===== config.mk =====
export PLATFORM = sky130hd
export DESIGN_NAME = kbd_mbox
export DESIGN_NICKNAME = d
export VERILOG_FILES = /design/src/rtl/kbd_mbox.sv
export SDC_FILE = /design/constraint.sdc
export NUM_CORES = 1
export LEC_CHECK = 0
export BUFFER_PORTS_ARGS = -buffer_cell sky130_fd_sc_hd__buf_2
export CAP_MARGIN = 20
export CORE_AREA = 4 4 50 52
export DETAILED_ROUTE_END_ITERATION = 6
export DIE_AREA = 0 0 54 56
export GPL_TIMING_DRIVEN = 1
export PLACE_DENSITY_LB_ADDON = 0.12
export SYNTH_ARGS = -nofsm -noshare
export SYNTH_HDL_FRONTEND = slang
export SYNTH_SLANG_ARGS = --single-unit
export TNS_END_PERCENT = 30

===== constraint.sdc =====
create_clock -name clk -period 3.15 [get_ports clk]
set_clock_uncertainty 0.15 [all_clocks]
set_input_delay 0.1575 -clock clk [delete_from_list [all_inputs] [get_ports clk]]
set_output_delay 0.1575 -clock clk [all_outputs]
set_load 0.03 [all_outputs]

===== src/rtl/kbd_mbox.sv =====
module kbd_mbox #(
  parameter int ADDR_W      = 8,
  parameter int CONSUME_CYC = 4,
  parameter logic [ADDR_W-1:0] DATA_ADDR = 'h60,
  parameter logic [ADDR_W-1:0] CMD_ADDR  = 'h64,
  parameter logic [7:0] OP_ENTER = 8'hB4,
  parameter logic [7:0] OP_EXIT  = 8'hFE,
  parameter logic [7:0] ACK_BYTE = 8'hFA
) (
  input  logic              clk,
  input  logic              rst_n,
  input  logic [ADDR_W-1:0] bus_addr,
  input  logic              bus_wr,
  input  logic              bus_rd,
  input  logic [7:0]        bus_wdata,
  output logic [7:0]        bus_rdata,
  output logic              scratch_mode,
  output logic              reset_req
);
  localparam int CW = $clog2(CONSUME_CYC + 1);

  logic          ibf, obf, in_cmd;
  logic [7:0]    in_byte, out_byte;
  logic [CW-1:0] cnt;

  wire hit_data = bus_addr == DATA_ADDR;
  wire hit_cmd  = bus_addr == CMD_ADDR;
  wire take     = bus_wr && !ibf && (hit_data || hit_cmd);
  wire done     = ibf && cnt == '0;
  wire do_enter = done && in_cmd && in_byte == OP_ENTER;
  wire do_exit  = done && in_cmd && in_byte == OP_EXIT;

  always_ff @(posedge clk) begin
    if (!rst_n) begin
      ibf <= 1'b0;
      in_cmd <= 1'b0;
      in_byte <= '0;
      cnt <= '0;
    end else if (take) begin
      ibf <= 1'b1;
      in_cmd <= hit_cmd;
      in_byte <= bus_wdata;
      cnt <= CW'(CONSUME_CYC - 1);
    end else if (done) begin
      ibf <= 1'b0;
    end else if (ibf) begin
      cnt <= cnt - 1'b1;
    end
  end

  always_ff @(posedge clk) begin
    if (!rst_n) begin
      obf <= 1'b0;
      out_byte <= '0;
      scratch_mode <= 1'b0;
      reset_req <= 1'b0;
    end else begin
      reset_req <= do_exit && !scratch_mode;
      if (do_enter) begin
        scratch_mode <= 1'b1;
        out_byte <= ACK_BYTE;
        obf <= 1'b1;
      end else begin
        if (do_exit) scratch_mode <= 1'b0;
        if (bus_rd && hit_data) obf <= 1'b0;
      end
    end
  end

  always_comb begin
    bus_rdata = 8'h00;
    if (bus_rd && hit_cmd)       bus_rdata = {6'b0, ibf, obf};
    else if (bus_rd && hit_data) bus_rdata = out_byte;
  end
endmodule



# [Word-level counts from Yosys, hierarchy flattened]
# Index checks and enable logic that the tools add are counted.
[word_totals] word_cells=48 ff_bits=17
[op_classes] n_eq_ne=5 reduce_logical=20 mux=11 bitwise_logic=2 n_addsub=1
[op_table] operator="equality test 8 x 7 -> 1 bit, second input constant" n=2
[op_table] operator="equality test 8 bit, second input constant" n=2
[op_table] operator="two-way mux 8 bit" n=2
[op_table] operator="logical AND 1 bit" n=9
[op_table] operator="nonzero test 2 bit" n=4
[op_table] operator="two-way mux 1 bit" n=6
[op_table] operator="two-way mux 2 bit" n=3
[op_table] operator="AND reduction 2 bit" n=2
[op_table] operator="logical NOT 3 bit" n=1
[op_table] operator="subtractor 3 x 1 -> 3 bit, second input constant" n=1
[op_table] operator="logical NOT 1 bit" n=2
[op_table] operator="inequality test 2 bit, second input constant" n=1
[op_table] operator="inverter 1 bit" n=2
[op_table] operator="OR reduction 2 bit" n=1
[op_table] operator="logical OR 1 bit" n=1

# [Depth between registers and ports, before layout]
# Gate-level depths: netlist of run 1.
[depth] depth_word=6 mapped_depth=5 mapped_depth_nobuf=5

# [Least setup slack after synthesis of run 1]
# Ideal clock, no wire load.
[synth_path] path_type="input -> output" startpoint="input port bus_addr[0]" endpoint="output port bus_rdata[4]" required_time_ps=2842 n_path_buf=1 setup_slack_ps=1043 arrival_ps=1800 cell_stages=4 cell_sequence="or4b_4 or2_1 nor2_1 buf_4"
[synth_between] elab_chain_len=4 elab_cells_between_ends=6
[synth_lines] element="start, declared" line="12" text="input logic [ADDR_W-1:0] bus_addr,"
[synth_lines] element="equality test 8 x 7 -> 1 bit" line="26" text="wire hit_data = bus_addr == DATA_ADDR;"
[synth_lines] element="logical AND 1 bit" line="73" text="else if (bus_rd && hit_data) bus_rdata = out_byte;"
[synth_lines] element="two-way mux 8 bit" line="73"
[synth_lines] element="two-way mux 8 bit *" line="72" text="if (bus_rd && hit_cmd) bus_rdata = {6'b0, ibf, obf};"
[synth_lines] element="end, declared" line="16" text="output logic [7:0] bus_rdata,"
# Mark *: on every way between the ends. The rest lies on a longest branch, timed or not.

# [Final worst setup path of run 1]
[layout_path] startpoint="input port bus_addr[0]" endpoint="output port bus_rdata[5]"
# The elaborated chain is that of the path after synthesis.

==> run metrics, run 1 <==
Area Overhead vs Synth 24.5%; ys async rst share 0%; Num CTS Buffers 3; Synth area leader dfxtp_1; P per Cell Area 331 mW/mm²; drt via density 5.25; placer congestion estimate 0.720; final std cells w/o fill 165; DP Worst Slack 1.21 ns; post-route cell area 0.00116 mm²; net count after synthesis 127; crit-path max cell delay 0.63 ns; first-pass GRT wire length 3240 µm; RSZ-0062 raised after global routing no; share of cells above drive strength 1 26.3%; CTS Root Cell clkbuf_4; largest net degree at the start of global routing 14; Seq cells post-synth 17; Max FO, Critical Path 12; Avg WL per Cell 12.3 µm; Final Setup Violations 0; Layout Nets 160; clk sinks 17; Tot GR Track Use 14.1%; row cnt 17; vias in the first global route 765; 1st-pass router iterations 4; Reg-to-Reg Start cnt[0]; Slew @ Worst Pin 0.944 ns; DIE AREA 0.00302 mm²; Max Cap Viol 0; overall die height 56 µm; crit path from bus_addr[0]; remaining global-route overflow 0; Worst EP required 2.84 ns; Synth area leaders dfxtp_1, o31ai_1, a21oi_1, nand4_1, buf_4; Tmin final 1.94 ns; cts repair resizes 0; Seq/Total Area, Yosys 36.4%; Yosys cell types 33; n_diodes 0; Worst EP arrival 1.64 ns; initial core utilization 44.4%; Yosys warnings 0; via count of the routed design 867; leading register cell type out of synthesis dfxtp_1; Core ar. 0.00211 mm²; WS Path Type in -> out; final setup margin 1.21 ns; Cell Count Post-Placement 151; Post-Syn Area 935 µm²; antenna violations before repair 0; final hold violation count 0; EDFF count, synth 0; P_leak 0.438 nW; worst min path class in -> reg; instance area after placement 0.00104 mm²; Die X-Extent 54 µm; worst skew pair latency 0.29 ns; clock transition at the registers of the reported paths 0.10 ns; Avg Synthesized Cell Area 8.90 µm²; final period utilization 61.7%; first-iteration detailed-routing DRC count 8; Detail Route Antenna Nets 0; CP Capture Type output port; Remaining DRCs 0; WL final 2030 µm; CTS Hold Bufs 10; most frequent CP cell buf_2; Max Freq 0.514 GHz; VDD IR-drop max 0.225 mV; H-tree Lvls 1; Slew headroom 36.9%; Final HPWL DP 1450 µm; post-CTS setup buffer count 0; clk buf depth 2; min-delay src bus_wr; crit path launch type input pin; Crit-path slowest cell or4b_4; Yosys top cell area share 36.4%; Slew Viols, Final 0; Final Hold Slack 0.0769 ns; outcome complete, no violations; port buffer count 28; Fin Setup TNS 0 ns; cell count after synthesis 105; critical-path cell list buf_2 > or4b_4 > or2_1 > nor2_1 > buf_2; CTS tree done; io pins 30
placed cells by master (no fill, tap or decap), types with 2 or more instances in the layout:
cell type and n:
inv_1 6, dlygate4sd3_1 10, or4_1 2, o31a_1 2, buf_2 28, nor2_1 2
dfxtp_1 17, nand2b_1 2, or4b_4 2, nor3_1 3, a21oi_1 15, o31ai_1 11
clkbuf_4 3, nand4_1 10, nand2_1 5, ha_1 2
registers in the layout (all words and copies together) (netlist names):
register / flops
in_byte: 8
cnt: 3
ibf: 1
in_cmd: 1
obf: 1
out_byte: 1
reset_req: 1
scratch_mode: 1
stage by stage:
| step | power (mW) | utilization (%) |
|---|---|---|
| 6_report | 0.385 | 55.3 |
| 5_1_grt | 0.399 | 55.3 |
| 4_1_cts | 0.389 | 55.3 |
| 3_5_place_dp | 0.264 | 49.3 |
| 3_3_place_gp | 0.263 | 49.3 |
| 2_1_floorplan | 0.246 | - |
path summary, 6_finish.rpt:
kind                                endpoint  slack (ns)  cells after the start
worst max-delay path            bus_rdata[5]        1.21                      5
worst max register to register   out_byte[1]        1.44                      5
worst min-delay path                     ibf        0.08                      3
worst min register to register   out_byte[1]        0.31                      2
area by class of cell:
type / instances / area, µm²
Sequential cell: 17 / 340
Clock buffer: 4 / 26.3
Inverter: 7 / 26.3
Multi-Input combinational cell: 71 / 495
Timing Repair Buffer: 38 / 240
Fill cell: 219 / 942
Tap cell: 28 / 35.0
cell usage after synthesis (2+ instances only):
library cell	count
buf_4	5
nand2b_1	2
inv_1	6
ha_1	2
clkbuf_1	2
o31ai_1	11
or4b_4	2
nand4_1	10
or4_1	2
nor2_1	2
buf_6	2
nand2_1	5
a21oi_1	15
o31a_1	2
dfxtp_1	17
nor3_1	3
logic make-up after synthesis:
logic type	after synthesis	synth area share [%]
AOI/OAI and AO/OA	30	19.9
xor gates and xnor gates	1	0.937
adders and majority gates	2	2.68
buffers and inverters	17	10.6
DFF	17	36.4
other	1	0.401
and+or+nand+nor	37	29.1
critical path: cells and delay by family:
family                 cells  cell delay (ns)
AND/OR/NAND/NOR            3             1.13
buffers and inverters      2             0.35
report_power, final:
part / leakage [nW] / switching [mW] / internal, mW
Combinational: 0.286 / 0.0269 / 0.0237
Sequential: 0.137 / 0.00136 / 0.216
Clock: 0.0150 / 0.0679 / 0.0493
Total: 0.438 / 0.0961 / 0.289
routing by layer:
metal / global-route usage [%] / wire length [µm]
met1: 18.4 / 963
met2: 22.1 / 903
met3: 2.41 / 133
met4: 6.41 / 25
met5: 0 / 0
No activity file was read; power rests on OpenSTA's default activity.
==> run 2, diff against run 1 <==
--- a/config.mk
+++ b/config.mk
@@ -7,9 +7,9 @@
 export LEC_CHECK = 0
 export BUFFER_PORTS_ARGS = -buffer_cell sky130_fd_sc_hd__buf_2
 export CAP_MARGIN = 20
-export CORE_AREA = 4 4 50 52
+export CORE_AREA = 4 4 52 54
 export DETAILED_ROUTE_END_ITERATION = 6
-export DIE_AREA = 0 0 54 56
+export DIE_AREA = 0 0 56 58
 export GPL_TIMING_DRIVEN = 1
 export PLACE_DENSITY_LB_ADDON = 0.12
 export SYNTH_ARGS = -nofsm -noshare
==> constraint.sdc (replaced) <==
create_clock -name clk -period 1.7 [get_ports clk]
set_clock_uncertainty 0.15 [all_clocks]
set_input_delay 0.085 -clock clk [delete_from_list [all_inputs] [get_ports clk]]
set_output_delay 0.085 -clock clk [all_outputs]
set_load 0.03 [all_outputs]
==> run metrics, run 2 (synthesized netlist as in run 1, its figures left out) <==
outcome complete, no violations; final hold violation count 0; initial core utilization 42.3%; DP Worst Slack 0.0161 ns; port buffer count 28; clock transition at the registers of the reported paths 0.12 ns; clk sinks 17; CTS tree done; row cnt 17; via count of the routed design 979; Final HPWL DP 1630 µm; commonest cells after routing, fill and taps aside buf_2, dfxtp_1, a21oi_1, dlygate4sd3_1, o31ai_1; drt via density 5.56; H-tree Lvls 1; worst min path class in -> reg; worst skew pair latency 0.30 ns; biggest regs in_byte (8), cnt (3); share of cells above drive strength 1 33.8%; largest net degree at the start of global routing 14; Core ar. 0.00221 mm²; DIE AREA 0.00325 mm²; vias in the first global route 911; Slew Viols, Final 0; crit path launch type flip-flop; Max Freq 0.605 GHz; Worst EP arrival 1.75 ns; first-pass GRT wire length 3890 µm; final setup margin 0.0471 ns; Detail Route Antenna Nets 0; Remaining DRCs 0; antenna violations before repair 0; min-delay src bus_wr; Worst EP required 1.79 ns; crit path from cnt[1]; total power draw 0.746 mW; n_diodes 0; Tmin final 1.65 ns; WS Path Type reg -> reg; WL final 2350 µm; VDD IR-drop max 0.368 mV; Reg-to-Reg Start cnt[1]; 1st-pass router iterations 4; Tot GR Track Use 14.8%; first-iteration detailed-routing DRC count 10; Max Cap Viol 0; max reg flops 8; Max FO, Critical Path 4; remaining global-route overflow 0; CTS Root Cell clkbuf_4; io pins 30; P per Cell Area 578 mW/mm²; R2R depth 5; Area Overhead vs Synth 38.0%; largest register by flop count in_byte; overall die height 58 µm; placer congestion estimate 0.793; leading cell type in the layout, fill and taps excluded buf_2; RSZ-0062 raised after global routing yes; Avg WL per Cell 13.4 µm; P_leak 0.492 nW; Num CTS Buffers 3; hold depth 4; CP Capture Type flip-flop; Final Setup Violations 0; clk buf depth 2; final period utilization 97.2%; Die X-Extent 56 µm; Layout Nets 171
run 2: cell types whose count changed in the layout (fill, tap and decap cells not counted), moves of 2 or more:
| cell | change |
|---|---|
| or4_4 | +2 |
| dlygate4sd3_1 | +3 |
| or4_1 | -2 |
| buf_4 | +8 |
run 2: where the power goes:
group,switching [mW],internal [mW]
Clock,0.144,0.0896
Sequential,0.00382,0.401
Combinational,0.0542,0.0533
run 2: path summary, 6_finish.rpt:
path	to	slack [ns]
setup / recovery	out_byte[1]	0.05
hold / removal	in_byte[3]	0.07
setup reg to reg	out_byte[1]	0.05
hold reg to reg	out_byte[1]	0.31
run 2: timing repair:
action                                  in CTS  in global routing
buffers inserted                             0                  1
hold buffers                                13                  0
endpoints found under the setup margin       0                  4
endpoints found under the hold margin       14                  0
resized for setup                            0                  5
run 2: layout make-up:
| type | count | area [µm²] |
|---|---|---|
| clock inverters | 1 | 7.51 |
| well taps | 28 | 35.0 |
| inverters | 7 | 26.3 |
| multi-input cells | 71 | 528 |
| repair buffers | 49 | 330 |
| fillers | 208 | 922 |
| flip-flops and latches | 17 | 340 |
| clock buffers | 3 | 22.5 |
run 2: through the flow:
step,area (µm²),utilization [%],TNS [ns],cells,hold WS [ns]
after floorplan,942,-,0,105,0.0629
after global placement,1100,49.6,0,158,0.189
after detailed placement,1100,49.6,0,158,0.197
after CTS,1260,56.8,0,175,0.0639
after global routing,1290,58.3,-0.142,176,0.0642
final,1290,58.3,0,176,0.0745
run 2: critical path, cell delays in order, from the launching register on:
cell and delay (ns):
dfxtp_1 0.31, inv_1 0.08, ha_2 0.19, nand3b_1 0.15
or4_4 0.58, a21oi_1 0.14
run 2: layer usage:
metal  vias up  share of wire (%)  wire [µm]  GRT usage, %
li1        479                  -          -             -
met1       460                 44       1040          18.0
met2        40                 47       1100          24.9
met3         0                9.4        221          3.12
met4         0                  0          0          7.46
met5         -                  0          0             0
